File: src/rtl/opspec_pkg.sv
package opspec_pkg;
  typedef enum logic [2:0] {
    M_REG   = 3'd0,
    M_LIT   = 3'd1,
    M_DEFER = 3'd2,
    M_DISP  = 3'd3,
    M_POST  = 3'd4,
    M_PRE   = 3'd5,
    M_INDEX = 3'd6,
    M_RSVD  = 3'd7
  } spec_mode_e;

  typedef struct packed {
    logic use_base;
    logic use_field;
    logic use_index;
    logic step_up;
    logic step_dn;
    logic mem;
    logic illegal;
  } spec_ctl_t;
endpackage

File: src/rtl/opspec_decode.sv
module opspec_decode
  import opspec_pkg::*;
(
  input  logic [2:0] mode_i,
  output spec_ctl_t  ctl_o
);
  always_comb begin
    ctl_o = '0;
    unique case (spec_mode_e'(mode_i))
      M_REG:   ctl_o.use_base = 1'b1;
      M_LIT:   ctl_o.use_field = 1'b1;
      M_DEFER: begin ctl_o.use_base = 1'b1; ctl_o.mem = 1'b1; end
      M_DISP:  begin ctl_o.use_base = 1'b1; ctl_o.use_field = 1'b1; ctl_o.mem = 1'b1; end
      M_POST:  begin ctl_o.use_base = 1'b1; ctl_o.step_up = 1'b1; ctl_o.mem = 1'b1; end
      M_PRE:   begin ctl_o.use_base = 1'b1; ctl_o.step_dn = 1'b1; ctl_o.mem = 1'b1; end
      M_INDEX: begin
        ctl_o.use_base  = 1'b1;
        ctl_o.use_field = 1'b1;
        ctl_o.use_index = 1'b1;
        ctl_o.mem       = 1'b1;
      end
      default: ctl_o.illegal = 1'b1;
    endcase
  end
endmodule

File: src/rtl/opspec_scale.sv
module opspec_scale #(
  parameter int XLEN   = 32,
  parameter int SZ_W   = 2
) (
  input  logic [SZ_W-1:0] size_i,
  input  logic [XLEN-1:0] index_i,
  output logic [XLEN-1:0] step_o,
  output logic [XLEN-1:0] scaled_o
);
  localparam int NSIZE = 1 << SZ_W;

  // one-hot step and shifted index built per size code
  logic [NSIZE-1:0][XLEN-1:0] step_tab;
  logic [NSIZE-1:0][XLEN-1:0] shift_tab;

  for (genvar s = 0; s < NSIZE; s++) begin : g_size
    assign step_tab[s]  = XLEN'(1) << s;
    assign shift_tab[s] = index_i << s;
  end

  assign step_o   = step_tab[size_i];
  assign scaled_o = shift_tab[size_i];
endmodule

File: src/rtl/opspec_agen.sv
module opspec_agen
  import opspec_pkg::*;
#(
  parameter int XLEN = 32
) (
  input  spec_ctl_t       ctl_i,
  input  logic [XLEN-1:0] base_i,
  input  logic [XLEN-1:0] field_i,
  input  logic [XLEN-1:0] scaled_i,
  input  logic [XLEN-1:0] step_i,
  output logic [XLEN-1:0] result_o,
  output logic [XLEN-1:0] wb_data_o
);
  logic [XLEN-1:0] base_term, field_term, index_term, stepped;

  assign base_term  = ctl_i.use_base  ? base_i   : '0;
  assign field_term = ctl_i.use_field ? field_i  : '0;
  assign index_term = ctl_i.use_index ? scaled_i : '0;
  assign stepped    = ctl_i.step_dn ? (base_i - step_i) : (base_i + step_i);

  always_comb begin
    if (ctl_i.illegal)      result_o = '0;
    else if (ctl_i.step_dn) result_o = stepped;
    else                    result_o = base_term + field_term + index_term;
  end

  assign wb_data_o = (ctl_i.step_up || ctl_i.step_dn) ? stepped : '0;
endmodule

File: src/rtl/opspec_unit.sv
module opspec_unit
  import opspec_pkg::*;
#(
  parameter int XLEN = 32,
  parameter int NREG = 16,
  parameter int SZ_W = 2,
  localparam int RW  = $clog2(NREG)
) (
  input  logic            clk_i,
  input  logic            rst_ni,
  input  logic            start_i,
  input  logic [2:0]      mode_i,
  input  logic [RW-1:0]   base_reg_i,
  input  logic [RW-1:0]   index_reg_i,
  input  logic [XLEN-1:0] field_i,
  input  logic [SZ_W-1:0] size_i,
  output logic [RW-1:0]   base_raddr_o,
  input  logic [XLEN-1:0] base_rdata_i,
  output logic [RW-1:0]   index_raddr_o,
  input  logic [XLEN-1:0] index_rdata_i,
  output logic            valid_o,
  output logic [XLEN-1:0] result_o,
  output logic            mem_o,
  output logic            illegal_o,
  output logic            wb_en_o,
  output logic [RW-1:0]   wb_reg_o,
  output logic [XLEN-1:0] wb_data_o
);
  spec_ctl_t       ctl;
  logic [XLEN-1:0] step, scaled, res_d, wb_d;
  logic [2:0]      mode_q;
  logic [SZ_W-1:0] size_q;

  assign base_raddr_o  = base_reg_i;
  assign index_raddr_o = index_reg_i;

  opspec_decode u_dec (.mode_i(mode_i), .ctl_o(ctl));

  opspec_scale #(.XLEN(XLEN), .SZ_W(SZ_W)) u_scale (
    .size_i(size_i), .index_i(index_rdata_i), .step_o(step), .scaled_o(scaled)
  );

  opspec_agen #(.XLEN(XLEN)) u_agen (
    .ctl_i(ctl), .base_i(base_rdata_i), .field_i(field_i), .scaled_i(scaled),
    .step_i(step), .result_o(res_d), .wb_data_o(wb_d)
  );

  always_ff @(posedge clk_i or negedge rst_ni) begin
    if (!rst_ni) begin
      valid_o   <= 1'b0;
      result_o  <= '0;
      mem_o     <= 1'b0;
      illegal_o <= 1'b0;
      wb_en_o   <= 1'b0;
      wb_reg_o  <= '0;
      wb_data_o <= '0;
      mode_q    <= '0;
      size_q    <= '0;
    end else begin
      valid_o   <= start_i;
      wb_en_o   <= start_i && (ctl.step_up || ctl.step_dn);
      if (start_i) begin
        result_o  <= res_d;
        mem_o     <= ctl.mem;
        illegal_o <= ctl.illegal;
        wb_reg_o  <= base_reg_i;
        wb_data_o <= wb_d;
        mode_q    <= mode_i;
        size_q    <= size_i;
      end else begin
        mem_o     <= 1'b0;
        illegal_o <= 1'b0;
      end
    end
  end

  // Checks
  assert_valid_latency_R9: assert property (@(posedge clk_i) disable iff (!rst_ni)
    start_i |=> valid_o);
  assert_valid_pulse_R9: assert property (@(posedge clk_i) disable iff (!rst_ni)
    !start_i |=> !valid_o);
  assert_wb_only_auto_R9: assert property (@(posedge clk_i) disable iff (!rst_ni)
    wb_en_o |-> valid_o && (mode_q == M_POST || mode_q == M_PRE));
  assert_rsvd_quiet_R10: assert property (@(posedge clk_i) disable iff (!rst_ni)
    illegal_o |-> valid_o && !mem_o && !wb_en_o && result_o == '0);
  assert_pre_dec_R7: assert property (@(posedge clk_i) disable iff (!rst_ni)
    (wb_en_o && mode_q == M_PRE) |-> wb_data_o == result_o);
  assert_post_inc_R6: assert property (@(posedge clk_i) disable iff (!rst_ni)
    (wb_en_o && mode_q == M_POST) |-> wb_data_o == result_o + (XLEN'(1) << size_q));
  assert_flags_excl_R10: assert property (@(posedge clk_i) disable iff (!rst_ni)
    $onehot0({mem_o, illegal_o}));
endmodule

File: config.mk
export PLATFORM = sky130hd
export DESIGN_NAME = opspec_unit
export DESIGN_NICKNAME = d
export VERILOG_FILES = /design/src/rtl/opspec_pkg.sv /design/src/rtl/opspec_decode.sv /design/src/rtl/opspec_scale.sv /design/src/rtl/opspec_agen.sv /design/src/rtl/opspec_unit.sv
export SDC_FILE = /design/constraint.sdc
export NUM_CORES = 1
export LEC_CHECK = 0
export ABC_AREA = 1
export CAP_MARGIN = 25
export CORE_UTILIZATION = 65
export CTS_CLUSTER_SIZE = 25
export DETAILED_ROUTE_END_ITERATION = 12
export DONT_BUFFER_PORTS = 1
export GPL_ROUTABILITY_DRIVEN = 0
export PLACE_DENSITY = 0.81
export RECOVER_POWER = 100
export SLEW_MARGIN = 20
export SYNTH_ARGS = -nofsm -noshare
export SYNTH_HDL_FRONTEND = slang
export SYNTH_SLANG_ARGS = --single-unit
export TNS_END_PERCENT = 1
File: constraint.sdc
create_clock -name clk_i -period 1.2 [get_ports clk_i]
set_input_delay 0.06 -clock clk_i [delete_from_list [all_inputs] [get_ports clk_i]]
set_output_delay 0.06 -clock clk_i [all_outputs]
set_load 0.005 [all_outputs]
==> results of run 1 <==
## per-layer routing
layer,global-route usage,GRT overflow
met2,0.939,48
met5,0.427,1
met4,0.821,50
met1,0.780,1
met3,0.662,0
## cells by family after synthesis
family / after synthesis / synth area share
AND/OR/NAND/NOR: 981 / 0.419
flip-flops: 72 / 0.187
adder cells (fa/ha/maj): 95 / 0.149
AO/OA/AOI/OAI: 110 / 0.0655
buffers and inverters: 335 / 0.136
XOR/XNOR: 22 / 0.0199
multiplexers: 24 / 0.0249
## metrics by stage
step	hold WS [ns]	util	cells	TNS (ns)	area, um2
2_1_floorplan	-0.236	-	1639	-70.37	9940
3_3_place_gp	-0.234	0.785	1968	-83.38	11400
3_5_place_dp	-0.234	0.785	1968	-87.11	11400
4_1_cts	-0.599	0.878	2007	-57.06	12800
## repair_timing
item                       4_1_cts
resized for setup              181
hold buffers                     8
setup buffers                   11
setup endpoints to repair       63
gates cloned                     4
hold endpoints to repair        80
pin swaps                       61
==> flow_metrics.env, run 1 <==
export IMPL_status="did not finish"
export IMPL_stop_stage="5_1_grt"
export IMPL_firstError="[ERROR GRT-0232] Routing congestion too high. Check the congestion heatmap in the GUI."
export IMPL_dp_hpwl_um=25300
export IMPL_grtUsageTotal=0.795
export IMPL_synth_commonest_cells="699 x nand2_1, 278 x inv_1, 127 x nand3_1"
export IMPL_num_rows=44
export IMPL_endpoint_type="register data pin"
export IMPL_clock_sinks=72
export IMPL_synthFlopType="dfrtp_1"
export IMPL_preCtsSetupSlack_ns=-1.77
export IMPL_die_y_um=124
export IMPL_synth_edff_count=0
export IMPL_numPortBuffers=0
export IMPL_grt_worst_setup_endpoint="result_o[26]$_DFFE_PN0P_/D"
export IMPL_io_pins=192
export IMPL_ys_ff_latch=72
export IMPL_seq_area_frac_synth=0.187
export IMPL_synth_top_area_cell="nand2_1"
export IMPL_synth_most_common_cell="nand2_1"
export IMPL_overflow=100
export IMPL_ys_top_cells_by_area="nand2_1 27%, dfrtp_1 19%, inv_1 11%"
export IMPL_synth_cell_area_mm2=0.00966
export IMPL_synth_fp_nets=1846
export IMPL_grt_max_degree=73
export IMPL_syn_area_per_cell_um2=5.89
export IMPL_die_x_um=124
export IMPL_root_buffer="clkbuf_16"
export IMPL_yosysWarningCount=0
export IMPL_htree_num_levels=3
export IMPL_synthCells=1639
export IMPL_async_flop_share=1.00
export IMPL_yosys_area_top_type_share=0.272
export IMPL_numCtsBuffers=9
export IMPL_clk_path_buf_depth=2
export IMPL_initial_core_util=0.665
export IMPL_synth_cell_types=41
==> run 2: changes to the inputs <==
- CORE_UTILIZATION: 65 -> 40
- CTS_CLUSTER_SIZE: 25 -> default
- PLACE_DENSITY: 0.81 -> default
- PLACE_DENSITY_LB_ADDON: default -> 0.15
==> run 2 against run 1 <==
- the flow now finishes, with violations (negative hold slack, negative setup slack)
- area after synthesis stayed put
- synthesized cell count is the same
==> flow_metrics.env, run 2 <==
export IMPL_synthCells=1639
export IMPL_rsz0062_at_grt="yes"
export IMPL_fin_ws_ns=-1.24
export IMPL_seqPwrFrac=0.255
export IMPL_diodes=0
export IMPL_synth_fp_nets=1846
export IMPL_routed_wirelength_um=34600
export IMPL_dp_hpwl_um=27700
export IMPL_worst_slew_pin_slew_ns=0.657
export IMPL_first_global_vias=9990
export IMPL_ys_top_cells_by_area="nand2_1 27%, dfrtp_1 19%, inv_1 11%"
export IMPL_crit_arrival_ns=2.66
export IMPL_grtUsageTotal=0.284
export IMPL_synth_commonest_cells="699 x nand2_1, 278 x inv_1, 127 x nand3_1"
export IMPL_hold_violations=72
export IMPL_drive_gt1_frac=0.254
export IMPL_synthFlopType="dfrtp_1"
export IMPL_htree_num_levels=3
export IMPL_setup_tns_ns=-55.88
export IMPL_min_path_type="in2async"
export IMPL_cp_max_fo=16
export IMPL_status="finished with violations"
export IMPL_dieArea_mm2=0.0248
export IMPL_largestRegisters="result_o (32), wb_data_o (32), wb_reg_o (4)"
export IMPL_top_usage_layer="met2"
export IMPL_antenna_found_initial=0
export IMPL_layout_common_cells="650 x nand2_1, 264 x inv_1, 184 x buf_4, 92 x nand3_1, 72 x dfrtp_1"
export IMPL_synth_cell_area_mm2=0.00966
export IMPL_ant_nets=0
export IMPL_clk_pin_slew_worst_paths_ns=0.07
export IMPL_clock_sinks=72
export IMPL_violations="negative hold slack, negative setup slack"
export IMPL_initial_core_util=0.410
export IMPL_grt_util_met3=0.0496
export IMPL_die_y_um=157
export IMPL_coreArea_mm2=0.0235
export IMPL_fmax_mhz=410
export IMPL_synth_most_common_cell="nand2_1"
export IMPL_async_flop_share=1.00
export IMPL_die_x_um=157
export IMPL_final_common_cell="nand2_1"
export IMPL_numCtsBuffers=9
export IMPL_num_rows=56
export IMPL_yosysWarningCount=0
export IMPL_yosys_area_top_type_share=0.272
export IMPL_slew_viol_final=0
export IMPL_cap_violations=0
export IMPL_crit_type="in2reg"
export IMPL_seq_area_frac_synth=0.187
export IMPL_grt_max_degree=73
export IMPL_synth_cell_types=41
export IMPL_p_switching_w=0.00494
export IMPL_wl_per_cell_um=16.2
export IMPL_p_leak_nw=7.31
export IMPL_finalCriticalPeriod_ns=2.44
export IMPL_syn2layout_area_growth_pct=35.8
export IMPL_cts_tree="yes"
export IMPL_drt_iter0_drc=626
export IMPL_power_density_mw_per_mm2=933
export IMPL_hold_slack_ns=-0.602
export IMPL_p_sw_frac=0.403
export IMPL_grtUsageMet2=0.505
export IMPL_io_pins=192
export IMPL_layout_nets=2022
export IMPL_finalClockSkew_ns=0
export IMPL_relSlewSlack=0.562
export IMPL_numPortBuffers=0
export IMPL_vias=10384
export IMPL_drc=0
export IMPL_setup_viol=63
export IMPL_endpoint_kind="flip-flop"
export IMPL_comb_power_share=0.518
export IMPL_crit_path_start_kind="primary input"
export IMPL_clk_latency_ns=0.35
export IMPL_synth_edff_count=0
export IMPL_use_met1=0.339
export IMPL_ys_ff_latch=72
export IMPL_clockPowerShare=0.227
export IMPL_clk_path_buf_depth=2
export IMPL_synth_top_area_cell="nand2_1"
export IMPL_p_int_w=0.00731
export IMPL_grt_first_pass_wirelength_um=53300
export IMPL_routed_via_density=4.86
export IMPL_p_total_w=0.0122
export IMPL_cts_hold_buf=8
export IMPL_first_pass_iters=6
export IMPL_worst_ir_drop_vdd_mv=0.591
export IMPL_root_buffer="clkbuf_16"
export IMPL_finalCritPeriodShare=2.03
export IMPL_critPathRequiredTime_ns=1.42
export IMPL_syn_area_per_cell_um2=5.89
export IMPL_overflow=0
run 2: worst max-delay path, cell delays in order:
cell	delay [ns]
nand2_8	0.04
nor2_4	0.13
buf_12	0.12
buf_12	0.15
nand3_1	0.14
fa_1	0.58
inv_1	0.07
ha_4	0.26
nand2_2	0.13
inv_1	0.05
nand2_1	0.06
nand2_1	0.09
a21oi_2	0.19
buf_4	0.14
a21oi_1	0.05
o211ai_1	0.30
nand2_1	0.09
run 2: final cells by class:
type	count	area, um2
Clock buffer	10	239
Clock inverter	5	56.3
Fill cell	2420	10400
Inverter	289	1090
Multi-Input combinational cell	1232	7740
Sequential cell	72	1800
Tap cell	319	399
Timing Repair Buffer	211	1790
run 2: final timing paths:
| check | start | cells after the start | end | slack (ns) |
|---|---|---|---|---|
| worst max-delay path | mode_i[2] | 17 | result_o[15] | -1.24 |
| worst min register to register | wb_reg_o[0] | 2 | wb_reg_o[0] | 0.50 |
| min in group clk_i | start_i | 4 | wb_reg_o[1] | 0.09 |
| max in group asynchronous | rst_ni | 0 | result_o[21] | 1.65 |
| worst max register to register | wb_data_o[13] | 1 | wb_data_o[13] | 0.46 |
| worst min-delay path | rst_ni | 0 | mem_o | -0.60 |
run 2: repair_timing:
| item | in CTS | in global routing |
|---|---|---|
| buffers inserted | 7 | 3 |
| resized for setup | 149 | 71 |
| gates cloned | 3 | 1 |
| endpoints found under the hold margin | 80 | 72 |
| pin swaps | 50 | 36 |
| setup endpoints to repair | 63 | 63 |
run 2: metal layers:
layer  up-vias  wire (um)
met5         -          0
li1       5360          -
met3        49       1720
met4         0       1170
met2       216      16900
met1      4759      14900
run 2: logic make-up after synthesis:
| group | share of synthesized area |
|---|---|
| AND/OR/NAND/NOR | 0.419 |
| buffers and inverters | 0.136 |
| AO/OA/AOI/OAI | 0.0655 |
| adder cells (fa/ha/maj) | 0.149 |
| flip-flops | 0.187 |
| multiplexers | 0.0249 |
| XOR/XNOR | 0.0199 |
run 2: power groups by stage:
stage	combinational (W)	clock, W	sequential, W
floorplan	0.00329	0	0.00302
global placement	0.00534	0	0.00318
detailed placement	0.00538	0	0.00318
CTS	0.00605	0.00285	0.00314
global route	0.00701	0.00292	0.00317
finish	0.00634	0.00278	0.00312
run 2: per-stage QoR:
step           std cells  worst slack, ns  cell area, um2   util
2_1_floorplan       1639            -1.30            9940      -
3_3_place_gp        2101            -1.65           11600  0.491
3_5_place_dp        2101            -1.66           11600  0.491
4_1_cts             2134            -1.16           12800  0.544
5_1_grt             2138            -1.35           13100  0.557
6_report            2138            -1.24           13100  0.557
(Power assumes the default switching activity.)
==> run 3: changes to the inputs <==
==> constraint.sdc (replaced) <==
create_clock -name clk_i -period 1.2 [get_ports clk_i]
set_input_delay 0.12 -clock clk_i [delete_from_list [all_inputs] [get_ports clk_i]]
set_output_delay 0.12 -clock clk_i [all_outputs]
set_load 0.005 [all_outputs]
==> run 3 against run 2 <==
- the flow still finishes with violations (negative hold slack, negative setup slack)
- core utilization is 0.63 points higher
- power up 1.3%
- maximum frequency down 1.2%
- cell area grew 1.1%
- clock skew stayed put
- wire length increased by 0.89%
- highest routed layer unchanged
==> flow_metrics.env, run 3 (synthesized netlist as in run 2, its figures left out) <==
export IMPL_crit_type="in2reg"
export IMPL_p_leak_nw=7.36
export IMPL_crit_path_start_kind="primary input"
export IMPL_layout_common_cells="648 x nand2_1, 266 x inv_1, 191 x buf_4, 93 x nand3_1, 72 x dfrtp_1"
export IMPL_drt_iter0_drc=627
export IMPL_largestRegisters="result_o (32), wb_data_o (32), wb_reg_o (4)"
export IMPL_grtUsageTotal=0.290
export IMPL_top_usage_layer="met2"
export IMPL_finalCriticalPeriod_ns=2.47
export IMPL_syn2layout_area_growth_pct=37.4
export IMPL_crit_arrival_ns=2.75
export IMPL_status="finished with violations"
export IMPL_cts_tree="yes"
export IMPL_die_x_um=157
export IMPL_cp_common_cell="nand2_1"
export IMPL_cts_hold_buf=6
export IMPL_first_global_vias=10336
export IMPL_numCtsBuffers=9
export IMPL_drive_gt1_frac=0.263
export IMPL_cap_violations=0
export IMPL_ant_nets=0
export IMPL_power_density_mw_per_mm2=935
export IMPL_cp_top_family="simple AND/OR/NAND/NOR gates"
export IMPL_hold_slack_ns=-0.543
export IMPL_violations="negative hold slack, negative setup slack"
export IMPL_clock_sinks=72
export IMPL_use_met1=0.347
export IMPL_io_pins=192
export IMPL_dieArea_mm2=0.0248
export IMPL_routed_wirelength_um=34900
export IMPL_layout_nets=2031
export IMPL_drc=0
export IMPL_first_pass_iters=5
export IMPL_grt_first_pass_wirelength_um=54600
export IMPL_wl_per_cell_um=16.3
export IMPL_min_path_type="in2async"
export IMPL_fmax_mhz=405
export IMPL_initial_core_util=0.410
export IMPL_design_area_mm2=0.0133
export IMPL_vias=10596
export IMPL_dp_hpwl_um=27800
export IMPL_cpMaxStageDelayCell="fa_1"
export IMPL_num_rows=56
export IMPL_htree_num_levels=3
export IMPL_worst_slew_pin_slew_ns=0.651
export IMPL_grtUsageMet2=0.506
export IMPL_crit_chain="inv_1 > nand2_1 > nand2_4 > buf_12 > buf_6 > nand2_1 > fa_1 > inv_1 > ha_4 > nand2_1 > inv_2 > nand2_2 > nor2_4 > nand4_1 > nand3_1 > nand2_1 > nand3_1 > nand2_1 > o21ai_1"
export IMPL_clk_latency_ns=0.35
export IMPL_relSlewSlack=0.566
export IMPL_root_buffer="clkbuf_16"
export IMPL_endpoint_kind="flip-flop"
export IMPL_coreArea_mm2=0.0235
export IMPL_worst_ir_drop_vdd_mv=0.647
export IMPL_setup_viol=63
export IMPL_routed_via_density=4.93
export IMPL_overflow=0
export IMPL_final_common_cell="nand2_1"
export IMPL_critPathRequiredTime_ns=1.48
export IMPL_crit_buf_inv=5
export IMPL_clk_path_buf_depth=2
export IMPL_clk_pin_slew_worst_paths_ns=0.07
export IMPL_placed_cell_area_mm2=0.0116
export IMPL_fin_ws_ns=-1.27
export IMPL_grt_max_degree=73
export IMPL_slowest_delay_ns=0.51
export IMPL_hold_violations=72
export IMPL_die_y_um=157
export IMPL_antenna_found_initial=0
export IMPL_slew_viol_final=0
export IMPL_rsz0062_at_grt="yes"
export IMPL_numPortBuffers=0
export IMPL_finalCritPeriodShare=2.06
export IMPL_diodes=0
export IMPL_cp_max_fo=6
export IMPL_finalClockSkew_ns=0
export IMPL_grt_util_met3=0.0545
[run 3: worst paths after layout]
check / startpoint / endpoint / slack (ns) / depth (start not counted)
worst max-delay path: mode_i[2] / result_o[20] / -1.27 / 19
worst min-delay path: rst_ni / result_o[1] / -0.54 / 0
worst max register to register: result_o[4] / result_o[4] / 0.44 / 1
worst min register to register: wb_reg_o[1] / wb_reg_o[1] / 0.50 / 2
max in group asynchronous: rst_ni / wb_en_o / 1.61 / 0
min in group clk_i: mode_i[2] / mem_o / 0.03 / 3
[run 3: timing repair]
action / in CTS / in global routing
resized for setup: 185 / 53
endpoints found under the hold margin: 78 / 72
buffers inserted: 20 / 0
endpoints found under the setup margin: 63 / 63
pin swaps: 60 / 6
gates cloned: 4 / 0
[run 3: area by class of cell]
class | count | area, um2
Timing Repair Buffer | 220 | 1890
Multi-Input combinational cell | 1232 | 7780
Tap cell | 319 | 399
Fill cell | 2367 | 10300
Sequential cell | 72 | 1800
Clock inverter | 6 | 67.6
Inverter | 289 | 1090
Clock buffer | 10 | 239
[run 3: stage by stage]
stage	TNS, ns	total power (W)	std cells	setup WS [ns]	util
2_1_floorplan	-74.15	0.00632	1639	-1.36	-
3_3_place_gp	-90.19	0.00852	2102	-1.69	0.492
3_5_place_dp	-91.84	0.00857	2102	-1.74	0.492
4_1_cts	-56.89	0.0123	2148	-1.22	0.556
5_1_grt	-66.39	0.0133	2148	-1.41	0.564
6_report	-57.41	0.0124	2148	-1.27	0.564
[run 3: power breakdown]
part	total [W]	internal (W)	switching, W
logic	0.00642	0.00293	0.00349
clock network	0.00286	0.00168	0.00118
registers	0.00312	0.00278	0.000347
[run 3: routing by layer]
metal	routed length [um]	share of wire	vias up
met5	0	0	-
met4	1600	0.046	0
met3	2010	0.058	65
met2	16600	0.48	287
met1	14700	0.42	4849
li1	-	-	5395
==> run 4: changes to the inputs <==
- CORE_ASPECT_RATIO: default -> 1.1
- PLACE_DENSITY_LB_ADDON: 0.15 -> 0.12
==> run 4 against run 3 <==
- the run still ends with negative hold slack, negative setup slack left
- clock skew unchanged
- critical path type unchanged
- final cell count unchanged
- critical path depth unchanged
- global-route usage increased by 0.73 points
==> flow_metrics.env, run 4 (synthesized netlist as in run 2, its figures left out) <==
export IMPL_dp_hpwl_um=29800
export IMPL_status="finished with violations"
export IMPL_numPortBuffers=0
export IMPL_io_pins=192
export IMPL_design_area_mm2=0.0134
export IMPL_drc=0
export IMPL_coreArea_mm2=0.0237
export IMPL_drt_iter0_drc=642
export IMPL_violations="negative hold slack, negative setup slack"
export IMPL_worstReg2RegStart="result_o[24]"
export IMPL_relSlewSlack=0.610
export IMPL_min_path_type="in2async"
export IMPL_initial_core_util=0.408
export IMPL_root_buffer="clkbuf_16"
export IMPL_dieArea_mm2=0.0248
export IMPL_p_sw_frac=0.402
export IMPL_seqPwrFrac=0.248
export IMPL_fmax_mhz=396
export IMPL_rsz0062_at_grt="yes"
export IMPL_overflow=0
export IMPL_cp_max_fo=10
export IMPL_num_fill_cells=2390
export IMPL_diodes=0
export IMPL_cap_violations=0
export IMPL_layout_cells_non_filler=2148
export IMPL_numCtsBuffers=9
export IMPL_routed_wirelength_um=36300
export IMPL_worst_ir_drop_vdd_mv=0.770
export IMPL_clk_path_buf_depth=2
export IMPL_layout_common_cells="619 x nand2_1, 259 x inv_1, 205 x buf_4, 90 x nand2_2, 90 x nand3_1"
export IMPL_grt_max_degree=73
export IMPL_hold_slack_ns=-0.536
export IMPL_worst_slew_pin_slew_ns=0.585
export IMPL_power_density_mw_per_mm2=946
export IMPL_p_switching_w=0.00509
export IMPL_crit_path_start_kind="primary input"
export IMPL_rr_worst_depth=2
export IMPL_cts_tree="yes"
export IMPL_clock_sinks=72
export IMPL_drive_gt1_frac=0.285
export IMPL_layout_nets=2045
export IMPL_htree_num_levels=3
export IMPL_placed_cell_area_mm2=0.0118
export IMPL_finalCriticalPeriod_ns=2.53
export IMPL_p_leak_nw=7.48
export IMPL_first_pass_iters=5
export IMPL_p_int_w=0.00756
export IMPL_syn2layout_area_growth_pct=38.4
export IMPL_wl_per_cell_um=16.9
export IMPL_preCtsSetupSlack_ns=-1.86
export IMPL_multiInputGateArea_mm2=0.00778
export IMPL_final_common_cell="nand2_1"
export IMPL_clockPowerShare=0.235
export IMPL_routed_via_density=5.03
export IMPL_clk_latency_ns=0.33
export IMPL_finalClockSkew_ns=0
export IMPL_num_rows=59
export IMPL_crit_path_start="mode_i[2]"
export IMPL_crit_type="in2reg"
export IMPL_reg2reg_to="result_o[24]"
export IMPL_slew_viol_final=0
export IMPL_grtUsageTotal=0.298
export IMPL_first_global_vias=10538
export IMPL_die_x_um=150
export IMPL_ant_nets=0
export IMPL_largestRegisters="result_o (32), wb_data_o (32), wb_reg_o (4)"
export IMPL_endpoint_kind="flip-flop"
export IMPL_cts_hold_buf=5
export IMPL_crit_arrival_ns=2.76
export IMPL_vias=10807
export IMPL_r2r_slack_ns=0.41
export IMPL_hold_violations=72
export IMPL_comb_power_share=0.517
export IMPL_dp_cells=2113
export IMPL_seqCellArea_mm2=0.00180
export IMPL_critPathRequiredTime_ns=1.43
export IMPL_setup_viol=63
export IMPL_die_y_um=165
export IMPL_finalCritPeriodShare=2.10
export IMPL_fin_ws_ns=-1.33
export IMPL_grt_first_pass_wirelength_um=55800
export IMPL_antenna_found_initial=0
export IMPL_clk_pin_slew_worst_paths_ns=0.07
run 4: cell count changes in the layout (fill, tap and decap cells not counted), moves of 6 or more:
cell     delta
buf_4      +14
inv_1       -7
inv_2       +7
nand2_1    -29
nand2_2    +33
nor2_1     +14
nor2_2     -11
xnor2_2     +6
run 4: routing by layer:
metal | global-route usage | vias up | wire length [um]
met5 | 0 | - | 0
met4 | 0.148 | 0 | 1830
met3 | 0.0541 | 77 | 2570
met2 | 0.508 | 345 | 17100
met1 | 0.358 | 4968 | 14800
li1 | - | 5417 | -
run 4: worst max path at each step:
stage | slack (ns) | endpoint | depth (start not counted)
after floorplan | -1.36 | result_o[17] | 22
after global placement | -1.84 | result_o[20] | 18
after detailed placement | -1.86 | result_o[27] | 18
after CTS | -1.27 | result_o[28] | 19
after global routing | -1.42 | result_o[31] | 21
final | -1.33 | result_o[31] | 19
run 4: critical path, stage by stage:
cell       delay, ns
nand2_4         0.04
nor2_4          0.15
buf_8           0.17
clkbuf_16       0.16
nand3_2         0.15
fa_1            0.57
inv_1           0.04
ha_1            0.30
buf_4           0.16
nand2_1         0.08
a21oi_1         0.07
nor2_1          0.12
nand2_1         0.08
a21oi_1         0.13
nand2_1         0.07
nand2_1         0.07
nand3_2         0.10
nand3_1         0.10
nand2_1         0.06
run 4: timing repair:
| item | in CTS | in global routing |
|---|---|---|
| setup buffers | 6 | 4 |
| resized for setup | 183 | 73 |
| pin swaps | 33 | 33 |
| setup endpoints to repair | 63 | 63 |
| gates cloned | 3 | 2 |
| endpoints found under the hold margin | 77 | 72 |
run 4: layout make-up:
| class | count | area share |
|---|---|---|
| clock inverter | 7 | 0.00768 |
| inverter | 289 | 0.0813 |
| clock buffer | 9 | 0.0168 |
| timing repair buffer | 234 | 0.149 |
| multi-input combinational | 1232 | 0.582 |
| tap | 305 | 0.0285 |
| sequential | 72 | 0.135 |
run 4: stage by stage:
step	util	TNS [ns]	power (W)
after CTS	0.553	-58.63	0.0124
after detailed placement	0.497	-92.83	0.00873
final	0.564	-58.63	0.0126
after global routing	0.564	-68.41	0.0135
after floorplan	-	-74.15	0.00632
after global placement	0.497	-91.54	0.00868
run 4: power by group through the flow:
stage / combinational (W) / clock (W) / sequential, W
floorplan: 0.00329 / 0 / 0.00302
global placement: 0.00551 / 0 / 0.00317
detailed placement: 0.00555 / 0 / 0.00318
CTS: 0.00627 / 0.00303 / 0.00314
global route: 0.00720 / 0.00314 / 0.00318
finish: 0.00653 / 0.00297 / 0.00314
